`src/rtl/ct_pkg.sv`:
```
package ct_pkg;
  localparam int unsigned SEL_W     = 3;
  localparam int unsigned NUM_CODES = 1 << SEL_W;

  typedef logic [SEL_W-1:0] sel_t;

  typedef enum logic {
    ST_IDLE   = 1'b0,
    ST_CHARGE = 1'b1
  } ct_state_e;
endpackage

```
`src/rtl/ct_counter.sv`:
```
module ct_counter #(
  parameter int unsigned CNT_W = 12
) (
  input  logic             clk_i,
  input  logic             rst_ni,
  input  logic             clr_i,
  input  logic             en_i,
  output logic [CNT_W-1:0] cnt_o,
  output logic [CNT_W-1:0] cnt_inc_o
);
  logic [CNT_W-1:0] cnt_q;

  assign cnt_inc_o = cnt_q + CNT_W'(1);
  assign cnt_o     = cnt_q;

  always_ff @(posedge clk_i or negedge rst_ni) begin
    if (!rst_ni)    cnt_q <= '0;
    else if (clr_i) cnt_q <= '0;
    else if (en_i)  cnt_q <= cnt_inc_o;
  end
endmodule

```
`src/rtl/ct_match.sv`:
```
module ct_match
  import ct_pkg::*;
#(
  parameter int unsigned CNT_W = 12
) (
  input  sel_t             sel_i,
  input  logic [CNT_W-1:0] cnt_i,
  output logic             hit_o
);
  // Stop mask for each select code, anchored to the counter MSB.
  function automatic logic [CNT_W-1:0] code_mask(int unsigned c);
    logic [CNT_W-1:0] m;
    m = '0;
    case (c)
      0: begin m[CNT_W-6] = 1'b1; m[CNT_W-7] = 1'b1; end
      1: m[CNT_W-5] = 1'b1;
      2: begin m[CNT_W-5] = 1'b1; m[CNT_W-6] = 1'b1; end
      3: m[CNT_W-4] = 1'b1;
      4: m[CNT_W-3] = 1'b1;
      5: m[CNT_W-2] = 1'b1;
      default: m[CNT_W-1] = 1'b1;
    endcase
    return m;
  endfunction

  logic [CNT_W-1:0] mask_tab [NUM_CODES];
  logic [NUM_CODES-1:0] code_hit;

  for (genvar c = 0; c < NUM_CODES; c++) begin : g_code
    assign mask_tab[c] = code_mask(c);
    assign code_hit[c] = ((cnt_i & mask_tab[c]) == mask_tab[c]);
  end

  assign hit_o = code_hit[sel_i];
endmodule

```
`src/rtl/charge_term.sv`:
```
module charge_term
  import ct_pkg::*;
#(
  parameter int unsigned CNT_W = 12
) (
  input  logic       clk_i,
  input  logic       rst_ni,
  input  logic       start_i,
  input  logic [2:0] sel_i,
  output logic       charging_o,
  output logic       done_o
);
  ct_state_e        state_q;
  sel_t             sel_q;
  logic             done_q;
  logic [CNT_W-1:0] cnt_q;
  logic [CNT_W-1:0] cnt_inc;
  logic             start_acc;
  logic             stop_hit;
  logic             charging;

  assign charging  = (state_q == ST_CHARGE);
  assign start_acc = start_i && !charging;

  ct_counter #(.CNT_W(CNT_W)) u_cnt (
    .clk_i     (clk_i),
    .rst_ni    (rst_ni),
    .clr_i     (start_acc),
    .en_i      (charging),
    .cnt_o     (cnt_q),
    .cnt_inc_o (cnt_inc)
  );

  // Look at the next count so charge ends on the matching count, not one later.
  ct_match #(.CNT_W(CNT_W)) u_match (
    .sel_i (sel_q),
    .cnt_i (cnt_inc),
    .hit_o (stop_hit)
  );

  always_ff @(posedge clk_i or negedge rst_ni) begin
    if (!rst_ni) begin
      state_q <= ST_IDLE;
      sel_q   <= '0;
      done_q  <= 1'b0;
    end else begin
      done_q <= 1'b0;
      case (state_q)
        ST_IDLE: if (start_i) begin
          state_q <= ST_CHARGE;
          sel_q   <= sel_i;
        end
        ST_CHARGE: if (stop_hit) begin
          state_q <= ST_IDLE;
          done_q  <= 1'b1;
        end
        default: state_q <= ST_IDLE;
      endcase
    end
  end

  assign charging_o = charging;
  assign done_o     = done_q;
endmodule

```
`config.mk`:
```
export PLATFORM = sky130hd
export DESIGN_NAME = charge_term
export DESIGN_NICKNAME = d
export VERILOG_FILES = /design/src/rtl/ct_pkg.sv /design/src/rtl/ct_counter.sv /design/src/rtl/ct_match.sv /design/src/rtl/charge_term.sv
export SDC_FILE = /design/constraint.sdc
export NUM_CORES = 1
export LEC_CHECK = 0
export ABC_AREA = 1
export ABC_CLOCK_PERIOD_IN_PS = 2800
export BUFFER_PORTS_ARGS = -buffer_cell sky130_fd_sc_hd__buf_2
export CAP_MARGIN = 20
export CORE_UTILIZATION = 60
export CTS_CLUSTER_SIZE = 8
export DETAILED_ROUTE_END_ITERATION = 6
export GPL_ROUTABILITY_DRIVEN = 0
export GPL_TIMING_DRIVEN = 1
export HOLD_SLACK_MARGIN = 0.06
export PLACE_DENSITY = 0.83
export SLEW_MARGIN = 20
export SYNTH_ARGS = -nofsm -noshare
export SYNTH_HDL_FRONTEND = slang
export SYNTH_HIERARCHICAL = 1
export SYNTH_SLANG_ARGS = --single-unit
export TNS_END_PERCENT = 20
```
`constraint.sdc`:
```
create_clock -name clk_i -period 2.8 [get_ports clk_i]
set_input_delay 0.42 -clock clk_i [delete_from_list [all_inputs] [get_ports clk_i]]
set_output_delay 0.42 -clock clk_i [all_outputs]
set_load 0.02 [all_outputs]
```
==> run metrics <==
Crit path top cell by count nand2_1; status finished, final reports clean; Root Driver clkbuf_4; largest net degree at the start of global routing 18; grt total ovfl 0; Vias/cell 5.38; met2 global-route usage 38.8%; top cell family by delay on the critical path simple AND/OR/NAND/NOR gates; Synth-to-Final Area Change 9.02%; R2R depth 12; maximum vdd drop 0.000287 V; TritonCTS clock tree done; Reg clk slew, reported paths 0.10 ns; Synth Cell Area 1010 um2; Startpoint Class flop; CP Buf/Inv Count 1; HPWL Detailed 1550 um; unrepaired setup endpoints after global routing no; Crit Path Max Fanout 5; final number of hold-violating endpoints 0; met1 Use GR 33.1%; number of global-route vias before repair 815; Syn Nets 145; fin util 71.6%; Worst-Margin Slew 0.462 ns; Die H 43.1 um; Critical Path Slowest Stage Cell dfrtp_1; final worst path period share 63.6%; Nets 158; Largest stage delay, worst path 0.42 ns; fillers 135; 1st-iter DRT viols 21; drc violations 0; core footprint 1540 um2; met3 Track Usage GR 2.98%; pwr/cell area 347 nW/um2; syn_area_per_cell 7.33 um2; Worst Hold Path Cells 3; clk sink count 17; yosys warns 6; Final setup viols 0; initial antenna violation count 0; first-pass GRT wire length 3340 um; RR Startpoint u_cnt/cnt_o[1]; CP Capture Type flop; fin. max-slew vios 0; ant diodes 0; Final min period 1.78 ns; # rows 14; DR pass1 iterations 4; worst skew pair latency 0.28 ns; worst hold path type in2reg; Tot GR Track Use 23.9%; htree depth 1; DIE AREA 1860 um2; count of input and output buffers 7; Vias 893; worst rel slew slack 69.2%; average wire per standard cell 12.2 um; fmax 562 MHz; TNS Setup 0 ns; FF-to-FF setup slack 1.02 ns; Mapped Cells 138; crit path DAT 1.99 ns; Reg-to-Reg End charging_o; share of layout cells above drive strength 1 14.0%; # Max-Cap Violations 0; most frequent cells in the layout 54 x nand2_1, 17 x inv_1, 17 x dfrtp_1, 16 x nand3_1, 7 x buf_2; Initial Utilization 65.7%; # IOs 8; crit path cell chain ha_1 > nand3_2 > nor2_4 > nand3_1 > and2_1 > inv_1 > nand2_1 > nand3_1 > nand2_1 > nand2_1 > nand2_1 > o21ai_0; final wirelength 2030 um; DRT antenna net count 0; total CTS buffers 3; Req. time, crit path 3.01 ns; total leakage power 0.000582 uW; gr busiest metal met2; most common cell after layout, fill and taps aside nand2_1; Crit Path Category reg2reg; Setup Skew 0.00279 ns; CTS max path bufs 2; Min-Delay Endpoint sel_q[1]; Worst Hold Launch sel_i[1]; width of the die 43.1 um
state kept, by name (all words and copies together), names as in the netlist:
| signal | count |
|---|---|
| u_cnt/cnt_o | 12 |
| sel_q | 3 |
| charging_o | 1 |
| done_o | 1 |
tightest hold or removal path, stage by stage:
cell,delay [ns]
buf_2,0.07
nand3_1,0.06
nand2_1,0.06
layout make-up:
cell class	count	area, um2	area share [%]
multi-input cells	102	515	46.7
well taps	16	20.0	1.81
flip-flops and latches	17	425	38.5
inverters	19	71.3	6.46
clock buffers	4	26.3	2.38
repair buffers	8	45.0	4.08
how the worst max path moves through the flow:
stage / startpoint / end / slack [ns] / cells past startpoint
2_1_floorplan: u_cnt/cnt_o[1] / charging_o / 1.19 / 12
3_3_place_gp: u_cnt/cnt_o[3] / charging_o / 1.11 / 11
3_5_place_dp: u_cnt/cnt_o[1] / charging_o / 1.04 / 12
4_1_cts: u_cnt/cnt_o[1] / charging_o / 1.01 / 12
5_1_grt: u_cnt/cnt_o[3] / charging_o / 0.85 / 12
6_report: u_cnt/cnt_o[1] / charging_o / 1.02 / 12
stage by stage:
stage / hold slack, ns / power, uW / worst slack (ns) / std cells / instance area [um2]
2_1_floorplan: 0.124 / 250 / 1.19 / 138 / 1010
3_3_place_gp: 0.355 / 259 / 1.11 / 161 / 1070
3_5_place_dp: 0.361 / 259 / 1.04 / 161 / 1070
4_1_cts: 0.363 / 388 / 1.01 / 166 / 1100
5_1_grt: 0.381 / 393 / 0.848 / 166 / 1100
6_report: 0.366 / 383 / 1.02 / 166 / 1100
per-layer routing:
| metal | routed length (um) | up-vias |
|---|---|---|
| met4 | 15 | 0 |
| met3 | 74 | 4 |
| met2 | 920 | 19 |
| met1 | 1020 | 415 |
| li1 | - | 455 |
| met5 | 0 | - |
timing repair:
action | 4_1_cts | 5_1_grt
hold buffers | 1 | 0
endpoints found under the hold margin | 17 | 0
buffers inserted | 0 | 0
resized for setup | 0 | 0
report_power, final:
group          total, uW  switching [uW]  internal (uW)
Combinational       9.62            6.24           3.38
Sequential           245               0            245
Clock                128            72.7           55.2
(Power assumes the default switching activity.)
